===== config.mk =====
export PLATFORM = sky130hd
export DESIGN_NAME = exec_busy_tracker
export DESIGN_NICKNAME = d
export VERILOG_FILES = /design/src/rtl/ubt_pkg.sv /design/src/rtl/ubt_unit_ctr.sv /design/src/rtl/ubt_leaf_res.sv /design/src/rtl/ubt_grp_res.sv /design/src/rtl/exec_busy_tracker.sv
export SDC_FILE = /design/constraint.sdc
export NUM_CORES = 1
export LEC_CHECK = 0
export CORE_ASPECT_RATIO = 1.4
export CORE_MARGIN = 2
export CORE_UTILIZATION = 55
export DETAILED_ROUTE_END_ITERATION = 6
export GPL_TIMING_DRIVEN = 0
export PLACE_DENSITY = 0.85
export SYNTH_ARGS = -nofsm -noshare
export SYNTH_HDL_FRONTEND = slang
export SYNTH_SLANG_ARGS = --single-unit

===== constraint.sdc =====
create_clock -name clk -period 4 [get_ports clk]
set_input_delay 0.8 -clock clk [delete_from_list [all_inputs] [get_ports clk]]
set_output_delay 0.8 -clock clk [all_outputs]
set_load 0.05 [all_outputs]

===== src/rtl/ubt_pkg.sv =====
package ubt_pkg;

  // Saturating sum used for busy counters.
  function automatic int unsigned ubt_sat_sum(int unsigned a, int unsigned b,
                                              int unsigned lim);
    int unsigned s;
    s = a + b;
    return (s > lim) ? lim : s;
  endfunction

endpackage


===== src/rtl/ubt_unit_ctr.sv =====
module ubt_unit_ctr
  import ubt_pkg::*;
#(
  parameter int CNT_W = 8
) (
  input  logic             clk,
  input  logic             rst,
  input  logic             load,
  input  logic [CNT_W-1:0] add,
  output logic             busy,
  output logic             busy_nxt,
  output logic             expire
);
  localparam int unsigned CNT_MAX = (32'd1 << CNT_W) - 32'd1;

  logic [CNT_W-1:0] cnt_q;
  logic [CNT_W-1:0] dec;
  logic [CNT_W-1:0] sum;
  logic             eff_load;

  assign eff_load = load && (add != '0);

  always_comb begin
    dec = (cnt_q == '0) ? '0 : cnt_q - CNT_W'(1);
    sum = CNT_W'(ubt_sat_sum(32'(dec), 32'(add), CNT_MAX));
  end

  assign busy     = (cnt_q != '0);
  assign busy_nxt = eff_load || (cnt_q > CNT_W'(1));
  assign expire   = (cnt_q == CNT_W'(1)) && !eff_load;

  always_ff @(posedge clk) begin
    if (rst)           cnt_q <= '0;
    else if (eff_load) cnt_q <= sum;
    else               cnt_q <= dec;
  end

  p_busy_after_load_r2: assert property (@(posedge clk) disable iff (rst)
    eff_load |=> busy);
  p_count_down_r7: assert property (@(posedge clk) disable iff (rst)
    (busy && !eff_load) |=> (cnt_q == $past(cnt_q) - CNT_W'(1)));
  p_idle_hold_r1: assert property (@(posedge clk) disable iff (rst)
    (!busy && !eff_load) |=> !busy);
  p_expire_ends_r7: assert property (@(posedge clk) disable iff (rst)
    expire |=> !busy);

endmodule


===== src/rtl/ubt_leaf_res.sv =====
module ubt_leaf_res #(
  parameter int UNITS  = 2,
  parameter int CNT_W  = 8,
  parameter int CNT_UW = 3
) (
  input  logic              clk,
  input  logic              rst,
  input  logic              hit,
  input  logic [UNITS-1:0]  hit_unit,
  input  logic [CNT_W-1:0]  add,
  output logic [CNT_UW-1:0] free_cnt,
  output logic              has_free,
  output logic              has_free_nxt,
  output logic              freed_q
);
  logic [UNITS-1:0] busy;
  logic [UNITS-1:0] busy_nxt;
  logic [UNITS-1:0] expire;

  for (genvar u = 0; u < UNITS; u++) begin : g_unit
    ubt_unit_ctr #(.CNT_W(CNT_W)) u_ctr (
      .clk      (clk),
      .rst      (rst),
      .load     (hit && hit_unit[u]),
      .add      (add),
      .busy     (busy[u]),
      .busy_nxt (busy_nxt[u]),
      .expire   (expire[u])
    );
  end

  always_comb begin
    free_cnt = '0;
    for (int u = 0; u < UNITS; u++)
      if (!busy[u]) free_cnt = free_cnt + CNT_UW'(1);
  end

  assign has_free     = ~&busy;
  assign has_free_nxt = ~&busy_nxt;

  always_ff @(posedge clk) begin
    if (rst) freed_q <= 1'b0;
    else     freed_q <= |expire;
  end

  p_freed_room_r7: assert property (@(posedge clk) disable iff (rst)
    freed_q |-> has_free);

endmodule


===== src/rtl/ubt_grp_res.sv =====
module ubt_grp_res #(
  parameter int                  NUM_LEAF = 4,
  parameter logic [NUM_LEAF-1:0] MEMBERS  = 4'b0011,
  parameter int                  CNT_W    = 8,
  parameter int                  CNT_UW   = 3
) (
  input  logic                clk,
  input  logic                rst,
  input  logic                hit,
  input  logic [CNT_W-1:0]    add,
  input  logic [NUM_LEAF-1:0] full_evt,
  input  logic [NUM_LEAF-1:0] regain_evt,
  output logic                reserved,
  output logic [NUM_LEAF-1:0] avail_q,
  output logic [CNT_UW-1:0]   avail_cnt,
  output logic                freed_q
);
  logic resv_nxt;
  logic resv_exp;

  ubt_unit_ctr #(.CNT_W(CNT_W)) u_resv (
    .clk      (clk),
    .rst      (rst),
    .load     (hit),
    .add      (add),
    .busy     (reserved),
    .busy_nxt (resv_nxt),
    .expire   (resv_exp)
  );

  always_ff @(posedge clk) begin
    if (rst) begin
      avail_q <= MEMBERS;
      freed_q <= 1'b0;
    end else begin
      avail_q <= (avail_q & ~(full_evt & MEMBERS)) | (regain_evt & MEMBERS);
      freed_q <= resv_exp;
    end
  end

  always_comb begin
    avail_cnt = '0;
    for (int l = 0; l < NUM_LEAF; l++)
      if (avail_q[l]) avail_cnt = avail_cnt + CNT_UW'(1);
  end

  p_resv_take_r5: assert property (@(posedge clk) disable iff (rst)
    (hit && add != '0) |=> reserved);
  p_resv_next_r5: assert property (@(posedge clk) disable iff (rst)
    resv_nxt |=> reserved);

endmodule


===== src/rtl/exec_busy_tracker.sv =====
module exec_busy_tracker #(
  parameter int NUM_LEAF = 4,
  parameter int UNITS    = 2,
  parameter int NUM_GRP  = 2,
  parameter logic [NUM_GRP*NUM_LEAF-1:0] GRP_MAP = 8'b1110_0011,
  parameter int CNT_W    = 8,
  localparam int NUM_RES = NUM_LEAF + NUM_GRP,
  localparam int RES_W   = $clog2(NUM_RES),
  localparam int MAX_CNT = (UNITS > NUM_LEAF) ? UNITS : NUM_LEAF,
  localparam int NEED_W  = $clog2(MAX_CNT + 1)
) (
  input  logic               clk,
  input  logic               rst,
  input  logic               iss_valid,
  input  logic [RES_W-1:0]   iss_res,
  input  logic [UNITS-1:0]   iss_unit,
  input  logic [CNT_W-1:0]   iss_cycles,
  input  logic               iss_resv,
  input  logic [NEED_W-1:0]  need_units,
  input  logic               need_resv,
  output logic [NUM_RES-1:0] res_ready,
  output logic [NUM_RES-1:0] res_freed
);
  logic                unit_ok;
  logic                cyc_ok;
  logic [NUM_LEAF-1:0] leaf_hit;
  logic [NUM_LEAF-1:0] leaf_has_free;
  logic [NUM_LEAF-1:0] leaf_has_free_nxt;
  logic [NUM_LEAF-1:0] leaf_freed;
  logic [NUM_LEAF-1:0] full_evt;
  logic [NUM_LEAF-1:0] regain_evt;
  logic [NEED_W-1:0]   leaf_free [NUM_LEAF];
  logic [NUM_GRP-1:0]  grp_hit;
  logic [NUM_GRP-1:0]  grp_resv;
  logic [NUM_GRP-1:0]  grp_freed;
  logic [NUM_LEAF-1:0] grp_avail [NUM_GRP];
  logic [NEED_W-1:0]   grp_cnt [NUM_GRP];

  assign unit_ok = $onehot(iss_unit);
  assign cyc_ok  = (iss_cycles != '0);

  for (genvar l = 0; l < NUM_LEAF; l++) begin : g_leaf
    assign leaf_hit[l] = iss_valid && !iss_resv && unit_ok && cyc_ok &&
                         (iss_res == RES_W'(l));
    ubt_leaf_res #(.UNITS(UNITS), .CNT_W(CNT_W), .CNT_UW(NEED_W)) u_leaf (
      .clk          (clk),
      .rst          (rst),
      .hit          (leaf_hit[l]),
      .hit_unit     (iss_unit),
      .add          (iss_cycles),
      .free_cnt     (leaf_free[l]),
      .has_free     (leaf_has_free[l]),
      .has_free_nxt (leaf_has_free_nxt[l]),
      .freed_q      (leaf_freed[l])
    );
    assign full_evt[l]   = leaf_has_free[l] && !leaf_has_free_nxt[l];
    assign regain_evt[l] = !leaf_has_free[l] && leaf_has_free_nxt[l];
  end

  for (genvar g = 0; g < NUM_GRP; g++) begin : g_grp
    assign grp_hit[g] = iss_valid && iss_resv && cyc_ok &&
                        (iss_res == RES_W'(NUM_LEAF + g));
    ubt_grp_res #(
      .NUM_LEAF (NUM_LEAF),
      .MEMBERS  (GRP_MAP[g*NUM_LEAF +: NUM_LEAF]),
      .CNT_W    (CNT_W),
      .CNT_UW   (NEED_W)
    ) u_grp (
      .clk        (clk),
      .rst        (rst),
      .hit        (grp_hit[g]),
      .add        (iss_cycles),
      .full_evt   (full_evt),
      .regain_evt (regain_evt),
      .reserved   (grp_resv[g]),
      .avail_q    (grp_avail[g]),
      .avail_cnt  (grp_cnt[g]),
      .freed_q    (grp_freed[g])
    );

    for (genvar l = 0; l < NUM_LEAF; l++) begin : g_chk
      if (GRP_MAP[g*NUM_LEAF + l]) begin : g_mem
        p_member_view_r3: assert property (@(posedge clk) disable iff (rst)
          grp_avail[g][l] == leaf_has_free[l]);
        p_member_back_r4: assert property (@(posedge clk) disable iff (rst)
          $rose(leaf_has_free[l]) |-> grp_avail[g][l]);
      end else begin : g_non
        p_nonmember_r3: assert property (@(posedge clk) disable iff (rst)
          !grp_avail[g][l]);
      end
    end
  end

  always_comb begin
    for (int l = 0; l < NUM_LEAF; l++)
      res_ready[l] = need_resv || (leaf_free[l] >= need_units);
    for (int g = 0; g < NUM_GRP; g++)
      res_ready[NUM_LEAF + g] = !grp_resv[g] &&
                                (need_resv || (grp_cnt[g] >= need_units));
  end

  assign res_freed = {grp_freed, leaf_freed};

endmodule


Word level (Yosys, flattened, before mapping) --
Cells that the tools add are included.
Word-level totals: flip-flop bits (word level) 94, bits in latches 0, bits in writable memories 0, ROM bits 0, bits of input ports 21, output and inout bits 12, logic and storage cells 259, memories 0
Cells by class: add/subtract/negate cells 31, multipliers 0, divide/modulo/power cells 0, $lt $le $gt $ge 24, equal/unequal tests 16, shift-type cells 0, muxes and demuxes 46, bitwise gates (word level) 6, reduce and logical (&&, ||, !) cells 118
Operator list (count):
- $mux 8 | 30
- $add 8x8->9 | 10
- $gt 9x8->1 const B | 10
- $reduce_bool 8->1 | 11
- $eq 8x1->1 const B | 10
- $logic_not 8->1 | 10
- $sub 8x1->8 const B | 10
- $gt 8x1->1 const B | 8
- $logic_and 1x1->1 | 49
- $mux 3 | 10
- $logic_not 1->1 | 21
- $ge 3x3->1 | 6
- $reduce_and 2->1 | 8
- $logic_or 1x1->1 | 14
- $add 1x1->2 const B | 6
- $add 3x1->3 const B | 4
- $and 4x4->4 | 2
- $reduce_or 2->1 | 4
- $eq 3x2->1 const B | 2
- $eq 3x3->1 const B | 2
- $mux 1 | 6
- $not 2->4 | 1
- $not 4->4 | 1
- $or 4x2->4 | 1
- 5 further kinds | 5

Depth between registers and ports, before layout --
Gate-level depths: netlist of the first run.
depth after elaboration 13, depth in mapped cells 13, gate-level depth less buffers 12

Hierarchy --
Synthesis of the first run repeated with hierarchy kept, for this count alone.
Second synthesis, totals: cell total of the unflattened synthesis 1231, area total of the unflattened synthesis 10303.6 sq um
Modules (own cells, without submodules):
- ubt_unit_ctr at g_grp[0].u_grp.u_resv ... | instances 9, cells each 108, area each 915.9 sq um, seq. area each 160.2 sq um
- ubt_unit_ctr at g_leaf[1].u_leaf.g_unit[0].u_ctr | instances 1, cells each 104, area each 819.5 sq um, seq. area each 160.2 sq um
- exec_busy_tracker | instances 1, cells each 70, area each 549.3 sq um, seq. area each 0.0 sq um
- ubt_leaf_res | instances 4, cells each 12, area each 93.8 sq um, seq. area each 20.0 sq um
- ubt_grp_res at g_grp[1].u_grp | instances 1, cells each 22, area each 186.4 sq um, seq. area each 80.1 sq um
- ubt_grp_res at g_grp[0].u_grp | instances 1, cells each 15, area each 130.1 sq um, seq. area each 60.1 sq um

Worst setup path after synthesis of the first run --
Ideal clock, no wire load.
path kind flip-flop to output port, start point register g_leaf[2].u_leaf.g_unit[1].u_ctr.cnt_q[5], end point output res_ready[2], arrival time 2.700 ns, required time 3.200 ns, path slack 0.500 ns, stages on the path, launching flop included 11, path buffers 1, path through dfxtp_1 -> nor4_2 -> and3_1 -> clkbuf_1 -> inv_1 -> ha_1 -> inv_1 -> ha_1 -> nand2b_1 -> a21oi_1 -> o21bai_1
Between the ends: cells in the longest elaborated chain, start to end 4
Ends and longest elaborated chain:
- start, declared | RTL line ubt_unit_ctr.sv:16 | logic [CNT_W-1:0] cnt_q;
- start signal, assigned | RTL line ubt_unit_ctr.sv:34 | else if (eff_load) cnt_q <= sum;
- $reduce_bool 8->1 | RTL line ubt_unit_ctr.sv:28 | assign busy = (cnt_q != '0);
- $mux 3 | RTL line ubt_leaf_res.sv:35 | if (!busy[u]) free_cnt = free_cnt + CNT_UW'(1);
- $ge 3x3->1 | RTL line exec_busy_tracker.sv:96 | res_ready[l] = need_resv || (leaf_free[l] >= need_units);
- $logic_or 1x1->1 | RTL line exec_busy_tracker.sv:96
- end, declared | RTL line exec_busy_tracker.sv:21 | output logic [NUM_RES-1:0] res_ready,
No other way between the ends.

Worst setup path after layout of the first run --
start point input iss_cycles[0], end point register g_leaf[1].u_leaf.g_unit[1].u_ctr.cnt_q[0]
Between the ends: cells in the longest elaborated chain, start to end 6, elaborated cells between the ends (all ways) 9, classes of those cells 1 x add/sub; 1 x order compare; 2 x mux; 5 x reduce/logical
Ends and longest elaborated chain:
- start, declared | RTL line exec_busy_tracker.sv:17 | input logic [CNT_W-1:0] iss_cycles,
- parallel branches: the longest is 5 deep, another holds $add 8x8->9
- $mux 8 (*) | RTL line ubt_unit_ctr.sv:34
- end signal, assigned | RTL line ubt_unit_ctr.sv:34
- end, declared | RTL line ubt_unit_ctr.sv:16
Mark *: on every way between the ends. A chain may end at the register's enable or synchronous reset.

==> out/qor.csv, run 1 <==
metric,value,unit
outcome,finished with violations,
violations in the final reports,DRC,
required time of the critical path,4.19,ns
clock root buffer,sky130_fd_sc_hd__clkbuf_16,
fraction of synthesis flops using an asynchronous set or reset pin,0,%
number of global-route vias before repair,8546,
worst-path fanout max,12,
number of primary I/O pins,33,
area added between synthesis and finish,9.77,%
DRC violation count after routing,4,
kind of end point of the critical path,register,
number of vias after detailed routing,8637,
most instantiated cells after synthesis,"144 x sky130_fd_sc_hd__nor2_1, 134 x sky130_fd_sc_hd__ha_1, 91 x sky130_fd_sc_hd__dfxtp_1",
post_cts resized,12,
clock period minus worst slack,3.88,ns
dominant cell type by area after synthesis,sky130_fd_sc_hd__dfxtp_1,
max-cap viol count,0,
routed wirelength normalized by instance count,18.2,um
CTS Hold Bufs,0,
clock network latency to the later pin of the worst-skew pair,0.35,ns
arrival time at the worst endpoint,4.08,ns
Clock Sinks,91,
type of the worst min-delay path,reg2reg,
count of different cell masters after synthesis,79,
number of pins exceeding their max-slew limit in the final report,0,
total overflow reported by the global router,0,
worst slack on hold paths,0.513,ns
number of buffers created by CTS,9,
Finish-stage setup viols,0,
Setup crit start kind,input pin,
Area contributors post-synth,"sky130_fd_sc_hd__dfxtp_1 20%, sky130_fd_sc_hd__ha_1 18%, sky130_fd_sc_hd__nor2_1 5.9%",
gp weighted congestion,0.887,
leading register cell type out of synthesis,sky130_fd_sc_hd__dfxtp_1,
final hold violation count,0,
worst setup margin,0.118,ns
number of synthesized flops with an enable pin,0,
Filler Cells Inserted,1399,
synthesized flop and latch total,91,
average size of a mapped cell,8.32,um^2
critical path start-end classification,in2reg,
estimated wirelength of the detail-placed design,18400,um
Bufs on Longest Clock Path,2,
number of iterations in the first detailed-routing pass,7,
# rows,55,
synthesized cell area,9170,um^2
overall die width,113,um
clock slew at reported path FFs,0.06,ns
die area,17700,um^2
Synthesized Nets,1267,
initial standard-cell utilization of the core,56.5,%
vias per std cell,6.42,
slew margin rel.,28.9,%
Overall Global Routing Usage,27.3,%
fraction of final layout cells sized beyond drive strength 1,10.1,%
Fmax,258,MHz
antenna-violating nets left,0,
most frequently used cell type in the post-synthesis netlist,sky130_fd_sc_hd__nor2_1,
Worst Tran Pin Value,1.06,ns
number of antenna violations at the first check in global routing,1,
sequential cell area fraction in the yosys report,19.9,%
detailed router's first-iteration violation count,483,
core region area,16200,um^2
setup fix buffers added after clock tree synthesis,0,
wire length of the first global-routing pass,39100,um
maximum number of pins on one net before global-route repair,23,
synth warn,0,
die boundary height,157,um
count of nets after finishing,1308,
Post-Route WL,24400,um
post-placement setup slack,-0.394,ns
share of the clock period used by the worst path,97.1,%
unrepaired setup endpoints after global routing,false,
level count of the clock H-tree,3,
Worst Skew,0.00699,ns
area share of the largest cell type after synthesis,19.9,%
clock tree from TritonCTS,done,
number of buffer cells added on primary ports,31,
diode count,0,
Post-Syn Instances,1102,
==> final cells by class <==
class                      count  area, um^2  share of cell area (%)
buffer                        23         128                    1.27
clock buffer                  12         267                    2.65
clock inverter                 2        35.0                   0.348
inverter                      61         229                    2.27
multi-input combinational    926        7040                    69.9
sequential                    91        1820                    18.1
tap                          199         249                    2.47
timing repair buffer          31         302                    2.99
==> layout by cell type (no fill, tap or decap), drive strengths merged, types with 6 or more instances in the layout <==
cell type / n
a211oi: 50
a21o: 22
a21oi: 79
a31oi: 6
and3: 6
buf: 12
clkbuf: 25
clkdlybuf4s50: 25
clkinv: 6
dfxtp: 91
fa: 10
ha: 134
inv: 56
mux2: 12
nand2: 35
nand2b: 10
nand3: 15
nand4: 11
nor2: 144
nor3: 36
nor3b: 7
nor4: 18
o211a: 11
o211ai: 10
o21a: 16
o21ai: 76
o21bai: 15
o221a: 28
o31ai: 6
or2: 10
or3: 10
or4: 6
xnor2: 46
xor2: 38
==> stage by stage <==
step           setup TNS [ns]  instance area, um^2  std cells  util [%]
3_5_place_dp            -3.83                 9730       1332      59.9
5_1_grt                     0                10100       1345      62.0
6_report                    0                10100       1345      62.0
3_3_place_gp           -22.30                 9730       1332      59.9
4_1_cts                     0                10100       1346      62.0
2_1_floorplan               0                 9170       1102         -
==> cell families (layout without fill, tap and decap cells) <==
| kind of cell | Yosys count | count (layout) | share of synthesized area, % |
|---|---|---|---|
| compound gates | 353 | 353 | 27.7 |
| xor+xnor | 84 | 84 | 8.02 |
| fa+ha+maj | 145 | 145 | 20.6 |
| buf+inv | 85 | 129 | 3.93 |
| flops | 91 | 91 | 19.9 |
| mux | 15 | 15 | 1.80 |
| simple gates | 329 | 329 | 18.1 |
==> registers in the layout (all words and copies together), names as in the netlist <==
name / cells
g_grp.u_grp.u_resv.cnt_q: 16
g_leaf.u_leaf.g_unit.u_ctr.cnt_q: 64
g_grp.u_grp.avail_q: 5
g_leaf.u_leaf.freed_q: 4
g_grp.u_grp.freed_q: 2
==> per-layer routing <==
| metal | GRT usage [%] | wire length (um) | up-vias |
|---|---|---|---|
| li1 | - | - | 4186 |
| met4 | 16.2 | 1470 | 2 |
| met1 | 28.6 | 9340 | 4078 |
| met3 | 4.03 | 1370 | 103 |
| met2 | 51.0 | 12200 | 268 |
| met5 | 0 | 7 | - |
==> final timing paths <==
| path | start | endpoint | cells after the start | slack (ns) |
|---|---|---|---|---|
| setup reg to reg | g_leaf[0].u_leaf.g_unit[1].u_ctr.cnt_q[4] | g_leaf[0].u_leaf.g_unit[1].u_ctr.cnt_q[4] | 11 | 0.38 |
| setup / recovery | iss_cycles[0] | g_leaf[1].u_leaf.g_unit[1].u_ctr.cnt_q[0] | 8 | 0.12 |
| hold / removal | g_grp[0].u_grp.avail_q[0] | g_grp[0].u_grp.avail_q[0] | 2 | 0.51 |
| hold reg to reg | g_grp[0].u_grp.avail_q[0] | g_grp[0].u_grp.avail_q[0] | 2 | 0.51 |
==> critical path, stage by stage <==
cell and delay (ns):
sky130_fd_sc_hd__clkdlybuf4s50_1 0.95, sky130_fd_sc_hd__ha_1 0.55, sky130_fd_sc_hd__fa_1 0.44, sky130_fd_sc_hd__a211oi_1 0.23, sky130_fd_sc_hd__o21ai_0 0.19, sky130_fd_sc_hd__a31o_2 0.29
sky130_fd_sc_hd__a211oi_2 0.46, sky130_fd_sc_hd__a211oi_1 0.17
Power of run 1 is left out: the tool's default activity adds up to more than one toggle a clock period on the data nets, which glitch-free logic cannot reach.
==> run 2, diff against run 1 <==
- CAP_MARGIN: unset -> 40
- GPL_TIMING_DRIVEN: 0 -> unset
==> out/qor.csv, run 2 (same netlist as run 1, synthesis figures left out) <==
metric,value,unit,change
outcome,finished with violations,,
violations in the final reports,DRC,,
diode count,0,,unchanged
Post-Route Setup TNS,0,ns,unchanged
post_cts resized,0,,-12
unrepaired setup endpoints after global routing,false,,
clock slew at reported path FFs,0.07,ns,about the same
worst flop-to-flop path endpoint,g_leaf[0].u_leaf.g_unit[0].u_ctr.cnt_q[6],,
die area,17700,um^2,unchanged
share of the clock period used by the worst path,93.1,%,-4.0 points
Clock Sinks,91,,unchanged
initial standard-cell utilization of the core,56.5,%,unchanged
Worst Skew,0.00544,ns,-0.00154 ns
Post-Route WL,23300,um,-4.7%
critical path start-end classification,reg2out,,
flip-flop count of the largest register after layout,64,,unchanged
overall die width,113,um,unchanged
Setup crit start kind,register,,
post-placement setup slack,0.328,ns,+0.722 ns
# rows,55,,unchanged
detailed router's first-iteration violation count,503,,+4.1%
Filler Cells Inserted,1388,,-0.79%
fraction of final layout cells sized beyond drive strength 1,10.9,%,+0.79 points
clock network latency to the later pin of the worst-skew pair,0.34,ns,about the same
level count of the clock H-tree,3,,unchanged
maximum number of pins on one net before global-route repair,61,,+170%
arrival time at the worst endpoint,2.92,ns,-1.16 ns
final hold violation count,0,,unchanged
Regs by FF count,"g_leaf.u_leaf.g_unit.u_ctr.cnt_q: 64 flops, g_grp.u_grp.u_resv.cnt_q: 16 flops, g_grp.u_grp.avail_q: 5 flops",,
most frequent cell on the critical path,sky130_fd_sc_hd__ha_1,,
Overall Global Routing Usage,26.6,%,-0.69 points
Slowest Stage Delay on Critical Path,0.59,ns,-0.36 ns
critical register-to-register path startpoint,g_leaf[0].u_leaf.g_unit[0].u_ctr.cnt_q[4],,
Bufs on Longest Clock Path,2,,unchanged
"leading cell type in the layout, fill and taps excluded",sky130_fd_sc_hd__nor2_1,,
area added between synthesis and finish,9.77,%,unchanged
clock tree from TritonCTS,done,,
most used cells in the layout excluding fill and tap cells,"144 x sky130_fd_sc_hd__nor2_1, 134 x sky130_fd_sc_hd__ha_1, 91 x sky130_fd_sc_hd__dfxtp_1, 79 x sky130_fd_sc_hd__a21oi_1, 69 x sky130_fd_sc_hd__o21ai_0",,
number of iterations in the first detailed-routing pass,7,,unchanged
number of antenna violations at the first check in global routing,0,,-1
worst slack on hold paths,0.518,ns,+0.00459 ns
end of the worst hold path,g_grp[0].u_grp.avail_q[0],,
cells on worst reg2reg path,12,,+1
routed wirelength normalized by instance count,17.3,um,-4.7%
worst-path fanout max,4,,-8
die boundary height,157,um,unchanged
Worst Tran Pin Value,0.761,ns,-0.302 ns
DRC violation count after routing,4,,unchanged
number of global-route vias before repair,8549,,+0.035%
fin area,10100,um^2,unchanged
vias per std cell,6.39,,-0.52%
number of buffers created by CTS,9,,unchanged
count of nets after finishing,1306,,-0.15%
wire length of the first global-routing pass,39000,um,-0.18%
antenna-violating nets left,0,,unchanged
Finish-stage setup viols,0,,unchanged
worst-case register-to-register setup slack,0.49,ns,+0.11 ns
kind of end point of the critical path,output pin,,
hold depth,2,,unchanged
total cell area at the placement stage,9750,um^2,+0.27%
slowest CP cell,sky130_fd_sc_hd__or4_1,,
CTS Hold Bufs,0,,unchanged
number of buffer cells added on primary ports,32,,+3.2%
required time of the critical path,3.20,ns,-0.99 ns
worst setup margin,0.276,ns,+0.159 ns
total overflow reported by the global router,0,,unchanged
slew margin rel.,48.9,%,+20 points
type of the worst min-delay path,reg2reg,,
number of pins exceeding their max-slew limit in the final report,0,,unchanged
"Critical Path, Cell by Cell",or4_1 -> nor3_1 -> nand2_1 -> ha_1 -> inv_1 -> ha_1 -> nand2b_1 -> a21oi_1 -> o21bai_1 -> buf_4,,
number of vias after detailed routing,8592,,-0.52%
Fmax,269,MHz,+4.3%
clock root buffer,sky130_fd_sc_hd__clkbuf_16,,
estimated wirelength of the detail-placed design,17900,um,-2.7%
largest register by flop count,g_leaf.u_leaf.g_unit.u_ctr.cnt_q,,
setup fix buffers added after clock tree synthesis,0,,unchanged
Hold Startpoint,g_grp[0].u_grp.avail_q[0],,
gp weighted congestion,0.931,,+4.9%
max-cap viol count,0,,unchanged
core region area,16200,um^2,unchanged
number of primary I/O pins,33,,unchanged
clock period minus worst slack,3.72,ns,-0.159 ns
run 2: cell types whose count changed in the layout (fill, tap and decap cells not counted), moves of 3 or more:
cell / change
sky130_fd_sc_hd__buf_2: -3
sky130_fd_sc_hd__buf_4: +19
sky130_fd_sc_hd__clkbuf_1: -11
sky130_fd_sc_hd__nor4_1: +4
run 2: per-layer routing:
layer  part of all wire [%]  GRT usage, %  routed length [um]  vias up
met3                    5.2          3.25                1200       64
met4                    4.0          13.5                 930        0
met2                     51          48.8               11900      237
met5                      0             0                   0        -
li1                       -             -                   -     4187
met1                     40          30.1                9230     4104
run 2: worst max-delay path by stage:
stage / startpoint / endpoint / slack, ns / cells past startpoint
after global routing: g_leaf[0].u_leaf.g_unit[0].u_ctr.cnt_q[4] / res_ready[0] / 0.11 / 10
after global placement: iss_cycles[0] / g_leaf[2].u_leaf.g_unit[0].u_ctr.cnt_q[1] / 0.34 / 8
final: g_leaf[0].u_leaf.g_unit[0].u_ctr.cnt_q[4] / res_ready[0] / 0.28 / 10
after detailed placement: iss_cycles[0] / g_leaf[2].u_leaf.g_unit[0].u_ctr.cnt_q[5] / 0.33 / 8
after CTS: g_leaf[0].u_leaf.g_unit[0].u_ctr.cnt_q[4] / res_ready[0] / 0.32 / 10
after floorplan: g_leaf[2].u_leaf.g_unit[1].u_ctr.cnt_q[5] / res_ready[2] / 0.50 / 10
run 2: final cells by class:
class	count	area [um^2]	share of cell area, %
sequential	91	1820	18.1
tap	199	249	2.47
clock inverter	3	45.0	0.447
clock buffer	13	270	2.68
multi-input combinational	926	6990	69.4
timing repair buffer	52	463	4.60
inverter	61	229	2.27
run 2: metrics by stage:
stage / instances / util, %
final: 1345 / 62.0
after floorplan: 1102 / -
after CTS: 1345 / 62.0
after detailed placement: 1329 / 60.1
after global placement: 1329 / 60.1
after global routing: 1345 / 62.0
run 2: worst max-delay path: cells and delay by family, from the launching register on:
family / cells / cell delay, ns
buffers and inverters: 2 / 0.25
adder cells (fa/ha/maj): 2 / 0.54
flip-flops: 1 / 0.33
AND/OR/NAND/NOR: 4 / 1.18
AO/OA/AOI/OAI: 2 / 0.28
Power of run 2 is left out for the same reason.
==> run 3, diff against run 2 <==
- CORE_UTILIZATION: 55 -> 60
- PLACE_DENSITY: 0.85 -> 0.78
==> out/qor.csv, run 3 (same netlist as run 1, synthesis figures left out) <==
metric,value,unit,change
Clock Sinks,91,,unchanged
clock period minus worst slack,3.67,ns,-0.0560 ns
"leading cell type in the layout, fill and taps excluded",sky130_fd_sc_hd__nor2_1,,
fraction of final layout cells sized beyond drive strength 1,10.8,%,-0.11 points
most frequent cell on the critical path,sky130_fd_sc_hd__ha_1,,
# rows,53,,-3.6%
Regs by FF count,"g_leaf.u_leaf.g_unit.u_ctr.cnt_q: 64 flops, g_grp.u_grp.u_resv.cnt_q: 16 flops, g_grp.u_grp.avail_q: 5 flops",,
slowest CP cell,sky130_fd_sc_hd__or4_1,,
post_cts resized,0,,unchanged
clock slew at reported path FFs,0.06,ns,about the same
outcome,finished clean,,
gp weighted congestion,0.906,,-2.6%
Slowest Stage Delay on Critical Path,0.59,ns,about the same
Post-Route WL,23700,um,+1.9%
Overall Global Routing Usage,30.2,%,+3.5 points
number of primary I/O pins,33,,unchanged
max-cap viol count,0,,unchanged
routed wirelength normalized by instance count,17.7,um,+2.3%
number of buffers created by CTS,9,,unchanged
critical path start-end classification,reg2out,,
DRC violation count after routing,0,,-4
number of pins exceeding their max-slew limit in the final report,0,,unchanged
clock network latency to the later pin of the worst-skew pair,0.35,ns,about the same
Setup crit start kind,register,,
worst-path fanout max,4,,unchanged
total overflow reported by the global router,0,,unchanged
share of the clock period used by the worst path,91.7,%,-1.4 points
wire length of the first global-routing pass,39100,um,+0.16%
buffer and inverter count on the worst path,2,,unchanged
CTS Hold Bufs,0,,unchanged
setup fix buffers added after clock tree synthesis,0,,unchanged
Bufs on Longest Clock Path,2,,unchanged
Worst Tran Pin Value,0.763,ns,+0.00119 ns
Finish-stage setup viols,0,,unchanged
final hold violation count,0,,unchanged
"Critical Path, Cell by Cell",or4_1 -> nor3_1 -> nand2_1 -> ha_1 -> inv_1 -> ha_1 -> nand2b_1 -> a21oi_1 -> o21bai_1 -> buf_4,,
placed insts,1324,,-0.38%
type of the worst min-delay path,reg2reg,,
count of nets after finishing,1308,,+0.15%
initial standard-cell utilization of the core,61.2,%,+4.7 points
required time of the critical path,3.20,ns,about the same
die area,16300,um^2,-8.1%
unrepaired setup endpoints after global routing,false,,
arrival time at the worst endpoint,2.87,ns,-0.05 ns
number of antenna violations at the first check in global routing,0,,unchanged
Worst Skew,0.00653,ns,+0.00109 ns
number of iterations in the first detailed-routing pass,6,,-1
most used cells in the layout excluding fill and tap cells,"144 x sky130_fd_sc_hd__nor2_1, 134 x sky130_fd_sc_hd__ha_1, 91 x sky130_fd_sc_hd__dfxtp_1, 79 x sky130_fd_sc_hd__a21oi_1, 69 x sky130_fd_sc_hd__o21ai_0",,
number of vias after detailed routing,8409,,-2.1%
vias per std cell,6.28,,-1.8%
clock tree from TritonCTS,done,,
diode count,0,,unchanged
overall die width,108,um,-4.1%
fin cells,1340,,-0.37%
die boundary height,150,um,-4.1%
area added between synthesis and finish,9.92,%,
number of global-route vias before repair,8382,,-2.0%
kind of end point of the critical path,output pin,,
slew margin rel.,49.2,%,+0.23 points
detailed router's first-iteration violation count,409,,-19%
number of buffer cells added on primary ports,32,,unchanged
largest register by flop count,g_leaf.u_leaf.g_unit.u_ctr.cnt_q,,
Post-Route Setup TNS,0,ns,unchanged
cell family with most CP delay,simple AND/OR/NAND/NOR gates,,
Fmax,273,MHz,+1.5%
antenna-violating nets left,0,,unchanged
share of the core filled with cells,67.3,%,+5.3 points
clock root buffer,sky130_fd_sc_hd__clkbuf_16,,
core region area,15000,um^2,-7.7%
level count of the clock H-tree,3,,unchanged
estimated wirelength of the detail-placed design,18000,um,+0.61%
flip-flop count of the largest register after layout,64,,unchanged
maximum number of pins on one net before global-route repair,53,,-13%
[run 3: metal layers]
metal | vias up | share of wire [%] | track usage, % | routed length (um)
li1 | 4187 | - | - | -
met3 | 64 | 4.0 | 3.72 | 958
met1 | 3963 | 40 | 33.1 | 9390
met5 | - | 0 | 0 | 0
met2 | 195 | 52 | 56.2 | 12300
met4 | 0 | 4.3 | 14.9 | 1010
[run 3: worst paths after layout]
kind	from	endpoint	slack, ns	cells after the start
hold / removal	g_grp[0].u_grp.avail_q[0]	g_grp[0].u_grp.avail_q[0]	0.53	2
setup / recovery	g_leaf[0].u_leaf.g_unit[0].u_ctr.cnt_q[4]	res_ready[0]	0.33	10
hold reg to reg	g_grp[0].u_grp.avail_q[0]	g_grp[0].u_grp.avail_q[0]	0.53	2
setup reg to reg	g_leaf[0].u_leaf.g_unit[0].u_ctr.cnt_q[4]	g_leaf[0].u_leaf.g_unit[0].u_ctr.cnt_q[6]	0.52	12
[run 3: through the flow]
step,setup slack [ns],instance area [um^2],hold slack [ns]
CTS,0.330,10100,0.524
global route,0.170,10100,0.546
floorplan,0.500,9170,0.468
detailed placement,0.459,9770,0.510
finish,0.332,10100,0.526
global placement,0.462,9770,0.489
[run 3: worst min-delay path, stage by stage, from the launching register on]
cell and delay (ns):
sky130_fd_sc_hd__dfxtp_1 0.33, sky130_fd_sc_hd__o21ai_0 0.08, sky130_fd_sc_hd__a21oi_1 0.06
[run 3: layout make-up]
cell class | count | area, um^2
multi-input combinational | 926 | 6990
fill | 1310 | 4900
sequential | 91 | 1820
timing repair buffer | 54 | 493
clock buffer | 15 | 278
tap | 192 | 240
inverter | 61 | 229
clock inverter | 1 | 30.0
Power of run 3 is left out for the same reason.
